$ cat config.mk
export PLATFORM = sky130hd
export DESIGN_NAME = dma_done_flags
export DESIGN_NICKNAME = d
export VERILOG_FILES = /design/src/rtl/dma_done_pkg.sv /design/src/rtl/done_qual.sv /design/src/rtl/wr_decode.sv /design/src/rtl/flag_bank.sv /design/src/rtl/rd_port.sv /design/src/rtl/dma_done_flags.sv
export SDC_FILE = /design/constraint.sdc
export NUM_CORES = 1
export LEC_CHECK = 0
export BUFFER_PORTS_ARGS = -buffer_cell sky130_fd_sc_hd__buf_4
export CAP_MARGIN = 20
export CORE_AREA = 2 2 60 62
export CTS_CLUSTER_SIZE = 12
export DETAILED_ROUTE_END_ITERATION = 8
export DIE_AREA = 0 0 62 64
export GPL_TIMING_DRIVEN = 0
export PLACE_DENSITY = 0.77
export SLEW_MARGIN = 20
export SYNTH_ARGS = -nofsm -noshare
export SYNTH_HDL_FRONTEND = slang
export SYNTH_SLANG_ARGS = --single-unit
$ cat constraint.sdc
create_clock -name clk_i -period 0.9 [get_ports clk_i]
set_input_delay 0.045 -clock clk_i [delete_from_list [all_inputs] [get_ports clk_i]]
set_output_delay 0.045 -clock clk_i [all_outputs]
set_load 0.02 [all_outputs]
$ cat src/rtl/dma_done_pkg.sv
package dma_done_pkg;
  parameter int unsigned BYTE_W = 8;
  typedef logic [BYTE_W-1:0] byte_t;
endpackage

$ cat src/rtl/done_qual.sv
module done_qual #(
  parameter int unsigned N_CH = 16
) (
  input  logic [N_CH-1:0] done_i,
  input  logic [N_CH-1:0] stop_i,
  input  logic [N_CH-1:0] last_i,
  output logic [N_CH-1:0] set_o
);
  // an early stop suppresses the flag; a stop on the final transfer does not
  always_comb set_o = done_i & (~stop_i | last_i);
endmodule

$ cat src/rtl/wr_decode.sv
module wr_decode
  import dma_done_pkg::*;
#(
  parameter int unsigned N_CH      = 16,
  parameter int unsigned ADDR_W    = 8,
  parameter int unsigned BASE_ADDR = 'h9C
) (
  input  logic              we_i,
  input  logic [ADDR_W-1:0] addr_i,
  input  byte_t             wdata_i,
  output logic [N_CH-1:0]   clr_o
);
  localparam int unsigned N_LANE = N_CH / BYTE_W;

  for (genvar k = 0; k < N_LANE; k++) begin : g_lane
    localparam logic [ADDR_W-1:0] LANE_ADDR = ADDR_W'(BASE_ADDR + k);
    logic hit;
    always_comb begin
      hit = we_i && (addr_i == LANE_ADDR);
      clr_o[k*BYTE_W +: BYTE_W] = hit ? ~wdata_i : '0;
    end
  end
endmodule

$ cat src/rtl/flag_bank.sv
module flag_bank #(
  parameter int unsigned N_CH = 16
) (
  input  logic            clk_i,
  input  logic            rst_ni,
  input  logic [N_CH-1:0] set_i,
  input  logic [N_CH-1:0] clr_i,
  output logic [N_CH-1:0] flags_o
);
  for (genvar c = 0; c < N_CH; c++) begin : g_flag
    logic q;
    always_ff @(posedge clk_i or negedge rst_ni) begin
      if (!rst_ni)       q <= 1'b0;
      else if (set_i[c]) q <= 1'b1;  // set beats clear
      else if (clr_i[c]) q <= 1'b0;
    end
    assign flags_o[c] = q;
  end
endmodule

$ cat src/rtl/rd_port.sv
module rd_port
  import dma_done_pkg::*;
#(
  parameter int unsigned N_CH      = 16,
  parameter int unsigned ADDR_W    = 8,
  parameter int unsigned BASE_ADDR = 'h9C
) (
  input  logic              clk_i,
  input  logic              rst_ni,
  input  logic [ADDR_W-1:0] addr_i,
  input  logic [N_CH-1:0]   flags_i,
  output byte_t             rdata_o
);
  localparam int unsigned N_LANE = N_CH / BYTE_W;

  byte_t lane_val [N_LANE];
  byte_t rd_d;

  for (genvar k = 0; k < N_LANE; k++) begin : g_lane
    localparam logic [ADDR_W-1:0] LANE_ADDR = ADDR_W'(BASE_ADDR + k);
    always_comb lane_val[k] = (addr_i == LANE_ADDR) ? flags_i[k*BYTE_W +: BYTE_W] : '0;
  end

  always_comb begin
    rd_d = '0;
    for (int k = 0; k < N_LANE; k++) rd_d |= lane_val[k];
  end

  always_ff @(posedge clk_i or negedge rst_ni) begin
    if (!rst_ni) rdata_o <= '0;
    else         rdata_o <= rd_d;
  end
endmodule

$ cat src/rtl/dma_done_flags.sv
module dma_done_flags
  import dma_done_pkg::*;
#(
  parameter int unsigned N_CH      = 16,
  parameter int unsigned ADDR_W    = 8,
  parameter int unsigned BASE_ADDR = 'h9C
) (
  input  logic              clk_i,
  input  logic              rst_ni,
  input  logic [N_CH-1:0]   done_i,
  input  logic [N_CH-1:0]   stop_i,
  input  logic [N_CH-1:0]   last_i,
  input  logic              we_i,
  input  logic [ADDR_W-1:0] addr_i,
  input  logic [7:0]        wdata_i,
  output logic [7:0]        rdata_o,
  output logic [N_CH-1:0]   irq_o,
  output logic              irq_any_o
);
  logic [N_CH-1:0] set_w, clr_w, flags_w;

  done_qual #(.N_CH(N_CH)) u_qual (
    .done_i(done_i), .stop_i(stop_i), .last_i(last_i), .set_o(set_w)
  );

  wr_decode #(.N_CH(N_CH), .ADDR_W(ADDR_W), .BASE_ADDR(BASE_ADDR)) u_wr (
    .we_i(we_i), .addr_i(addr_i), .wdata_i(wdata_i), .clr_o(clr_w)
  );

  flag_bank #(.N_CH(N_CH)) u_bank (
    .clk_i(clk_i), .rst_ni(rst_ni), .set_i(set_w), .clr_i(clr_w), .flags_o(flags_w)
  );

  rd_port #(.N_CH(N_CH), .ADDR_W(ADDR_W), .BASE_ADDR(BASE_ADDR)) u_rd (
    .clk_i(clk_i), .rst_ni(rst_ni), .addr_i(addr_i), .flags_i(flags_w), .rdata_o(rdata_o)
  );

  assign irq_o     = flags_w;
  assign irq_any_o = |flags_w;
endmodule

=== After elaboration in Yosys (flattened, before gate mapping) ===
Index checks and enable logic that the tools add are counted.

* Flip-flop bits (word level): 24
* Input bits: 67
* Output and inout port bits: 25
* Word-level logic and storage cells: 79

* Equality and inequality tests: 2
* Multiplexer cells: 36
* Bitwise logic cells: 5
* Reduce and logical (&&, ||, !) cells: 19

{| class="wikitable"
|+ Operator list
! kind !! number
|-
| 1-bit two-way mux || 32
|-
| 8-bit two-way mux || 4
|-
| 2-bit nonzero test || 16
|-
| 16-bit bitwise AND || 1
|-
| 8-bit == test (second input constant) || 2
|-
| 16-bit NOT || 1
|-
| 16-bit OR || 1
|-
| 16-bit OR reduction || 1
|-
| 8-bit NOT || 1
|-
| 8-bit OR || 1
|-
| 1-bit logical AND || 2
|}

=== Longest topological paths before layout ===
* Depth in word-level cells: 5
* Depth in mapped cells: 5
* Mapped depth without buffers: 3

=== Hierarchy ===
A second synthesis with hierarchy kept.

* Cell total of the unflattened synthesis: 152
* Area total of the unflattened synthesis: 1515.2 µm²

{| class="wikitable"
|+ By module, submodules not included
! module !! instances !! cells an instance !! area each (µm²) !! sequential area each (µm²)
|-
| flag_bank || 1 || 64 || 700.7 || 400.4
|-
| rd_port || 1 || 28 || 354.1 || 200.2
|-
| wr_decode || 1 || 23 || 249.0 || 0.0
|-
| done_qual || 1 || 32 || 180.2 || 0.0
|-
| dma_done_flags || 1 || 5 || 31.3 || 0.0
|}

=== Worst setup path before layout ===
No wires, ideal clock.

* Kind: input to register
* Start point: input addr_i[6]
* End point: register u_bank.g_flag[0].q
* Library setup time: 128 ps
* Arrival time: 876 ps
* Required time: 772 ps
* Slack: -104 ps
* Cell stages on the path: 5
* Path buffers: 2
* Cell sequence: nand4bb_1 buf_2 buf_2 o41ai_1 nand2_1

* Longest elaborated chain between the ends: 4

{| class="wikitable"
|+ Ends and longest elaborated chain
! item !! RTL line !! source
|-
| from (decl) || dma_done_flags.sv:14 || <nowiki>input logic [ADDR_W-1:0] addr_i,</nowiki>
|-
| 8-bit == test || wr_decode.sv:19 || <nowiki>hit = we_i && (addr_i == LANE_ADDR);</nowiki>
|-
| 1-bit logical AND || wr_decode.sv:19 ||
|-
| 8-bit two-way mux || wr_decode.sv:20 || <nowiki>clr_o[k*BYTE_W +: BYTE_W] = hit ? ~wdata_i : '0;</nowiki>
|-
| 2-bit nonzero test (no line) || n/a ||
|-
| to (signal assigned) || flag_bank.sv:13 || <nowiki>if (!rst_ni) q <= 1'b0;</nowiki>
|-
| to (signal assigned) || flag_bank.sv:14 || <nowiki>else if (set_i[c]) q <= 1'b1;</nowiki>
|-
| to (signal assigned) || flag_bank.sv:15 || <nowiki>else if (clr_i[c]) q <= 1'b0;</nowiki>
|-
| to (decl) || flag_bank.sv:11 || <nowiki>logic q;</nowiki>
|}

No other way between the ends.
A chain may end at the register's enable or synchronous reset.

=== Final worst setup path ===
* Start point: register u_bank.g_flag[6].q
* End point: output irq_any_o

* Longest elaborated chain between the ends: 1

{| class="wikitable"
|+ Ends and longest elaborated chain
! item !! RTL line !! source
|-
| from (decl) || flag_bank.sv:11 ||
|-
| from (signal assigned) || flag_bank.sv:13 ||
|-
| from (signal assigned) || flag_bank.sv:14 ||
|-
| from (signal assigned) || flag_bank.sv:15 ||
|-
| 16-bit OR reduction || dma_done_flags.sv:39 || <nowiki>assign irq_any_o = |flags_w;</nowiki>
|-
| to (decl) || dma_done_flags.sv:18 || <nowiki>output logic irq_any_o</nowiki>
|}

No other way between the ends.

==> metrics.yaml <==
dpl_cell_area_mm2: 0.00204
slew_headroom_pct: 70.9
rows: 21
dr.pass1.iters: 4
core_mm2: 0.00328
status: "finished, violations left"
start_util_pct: 39.2
vias: 1775
syn-num-nets: 204
path_cells: "nor4_2 > nand4_1 > buf_4"
dp_hpwl_mm: 2.84
maxCapViolations: 0
yosys.area.top_type_share_pct: 46.7
max_freq_ghz: 0.651
grt_pass1_wl_mm: 7.65
finalCriticalPeriod_ns: 1.54
leakagePower_uw: 0.00144
cp_max_fo: 2
synthArstFlopShare_pct: 100
whs_ns: -0.0476
die_x_um: 62
ys_seq_area_share_pct: 46.7
drv_slew: 0
synth_area_leaders: "dfrtp_1 (47%), o41ai_1 (11%), buf_4 (9.9%)"
rsz0062_at_grt: "yes"
critPathMaxStageDelay_ns: 0.44
worstPathArrival_ns: 1.49
netlist_area_mm2: 0.00129
grt_pass1_vias: 1661
wl_per_cell_um: 21.7
slowest_stage: "dfrtp_1"
hp-class: "input port to flop"
gp_congestion: 0.790
cts_tree: "yes"
violations: "hold timing, setup timing"
synth.largest_area_cell: "dfrtp_1"
totalWireLength_mm: 7.19
grt_max_degree: 25
diodes: 0
cellPowerDensity_mw_per_mm2: 838
holdBufCountCts: 33
worst_slack_ns: -0.635
ys_types: 17
portBuffers: 90
end_kind: "primary output"
cts_buffer_depth: 2
drc: 0
ant_nets: 0
via_per_inst: 5.36
finalNetCount: 353
die_height_um: 64
htreeDepth: 1
peakVddDrop_uv: 832
syn_to_final_growth_pct: 129
synth_common_cells: "dfrtp_1 (24), buf_4 (17), inv_1 (17), nand2_1 (17)"
yosys_warnings: 0
ys.flop_type: "dfrtp_1"
drtIter0Drc: 144
dieArea_mm2: 0.00397
clkSlewWorstSetupHoldPaths_ns: 0.15
ys_ff_latch: 24
synth_edf_count: 0
syn_inst: 137
final_util_pct: 89.5
clock_sinks: 24
path_class: "flop to primary output"
synth.most_common_cell: "dfrtp_1"
clock-root-buffer: "clkbuf_4"
worstMarginPinSlew_ns: 0.431
overflow: 0
setup_viol: 44
worstSetupStartpointType: "flop"
track_usage_pct: 26.2
numCtsBuffers: 3
min_period_over_period_pct: 171
cp.required_ns: 0.85
syn_area_per_cell_um2: 9.39
antenna_found_initial: 0
insertion_delay_ns: 0.34
finalHoldViolations: 13
io_pins: 92
fin_skew_ns: 0.0159
fin_area_mm2: 0.00294
drive_gt1_share_pct: 55.8
-- worst max-delay path: cells and delay by family (launching register included) --
| family | cells | cell delay (ns) |
|---|---|---|
| AND/OR/NAND/NOR | 2 | 0.51 |
| flip-flops | 1 | 0.44 |
| buffers and inverters | 1 | 0.19 |
-- cell usage in the layout (no fill, tap or decap) --
master / count
nor2_2: 1
o41ai_1: 8
nor4_2: 4
dfrtp_1: 20
nand4bb_1: 1
o41ai_2: 5
o21ai_0: 16
mux2i_4: 1
clkbuf_2: 2
o41ai_4: 3
nand4bb_4: 1
nor2_1: 7
clkbuf_4: 3
nand2_1: 17
inv_1: 17
buf_4: 76
buf_8: 1
dfrtp_2: 4
dlygate4sd3_1: 33
nand4_1: 1
or3_4: 1
buf_6: 54
mux2i_1: 5
nand4b_1: 1
bufinv_16: 1
mux2i_2: 2
-- metal layers --
layer / global-route usage (%) / part of all wire (%) / vias to the layer above
li1: - / - / 765
met1: 27.2 / 35 / 859
met2: 47.1 / 55 / 127
met3: 6.68 / 6.6 / 24
met4: 11.7 / 3.6 / 0
met5: 0 / 0 / -
-- timing repair --
item / in CTS / in global routing
setup buffers: 12 / 15
endpoints found under the setup margin: 26 / 45
pin swaps: 5 / 5
resized for setup: 38 / 48
endpoints found under the hold margin: 40 / 13
-- logic make-up (layout without fill, tap and decap cells) --
group / Yosys count / in the layout / synth area share [%]
and+or+nand+nor: 34 / 34 / 12.8
buffers and inverters: 39 / 187 / 17.1
AOI/OAI and AO/OA: 32 / 32 / 17.1
muxes: 8 / 8 / 6.23
DFF: 24 / 24 / 46.7
-- area by class of cell --
class                      instances  area, µm²
inverter                          17       63.8
sequential                        24        606
clock buffer                       3       22.5
clock inverter                     1       30.0
timing repair buffer             145       1320
fill                             123        345
multi-input combinational         74        626
buffer                            21        216
tap                               46       57.6
-- stage by stage --
stage | cells | setup slack, ns | setup TNS (ns) | power, µW
after floorplan | 137 | -0.0990 | -1.82 | 1190
after global placement | 273 | -0.366 | -7.12 | 1450
after detailed placement | 273 | -0.352 | -7.02 | 1450
after CTS | 322 | -0.505 | -4.69 | 2350
after global routing | 331 | -0.682 | -7.73 | 2530
final | 331 | -0.635 | -6.60 | 2460
-- worst paths after layout --
kind | startpoint | endpoint | slack (ns) | cells after the start
setup reg to reg | u_bank.g_flag[9].q | u_rd.rdata_o[1] | -0.15 | 4
min in group asynchronous | rst_ni | u_bank.g_flag[14].q | 0.12 | 2
max in group asynchronous | rst_ni | u_bank.g_flag[7].q | 0.49 | 2
hold reg to reg | u_bank.g_flag[7].q | u_bank.g_flag[7].q | 0.62 | 2
setup / recovery | u_bank.g_flag[6].q | irq_any_o | -0.64 | 3
hold / removal | wdata_i[3] | u_bank.g_flag[3].q | -0.05 | 3
-- where the power goes --
part | internal, µW | leakage [µW] | switching [µW]
clock | 451 | 0.0000279 | 366
combinational | 337 | 0.00116 | 222
sequential | 1080 | 0.000250 | 3.58
-- flip-flops by register name, summed over array words and instances (netlist names) --
name / cells
u_bank.g_flag.q: 16
u_rd.rdata_o: 8
Power figures use the tool's default switching activity.
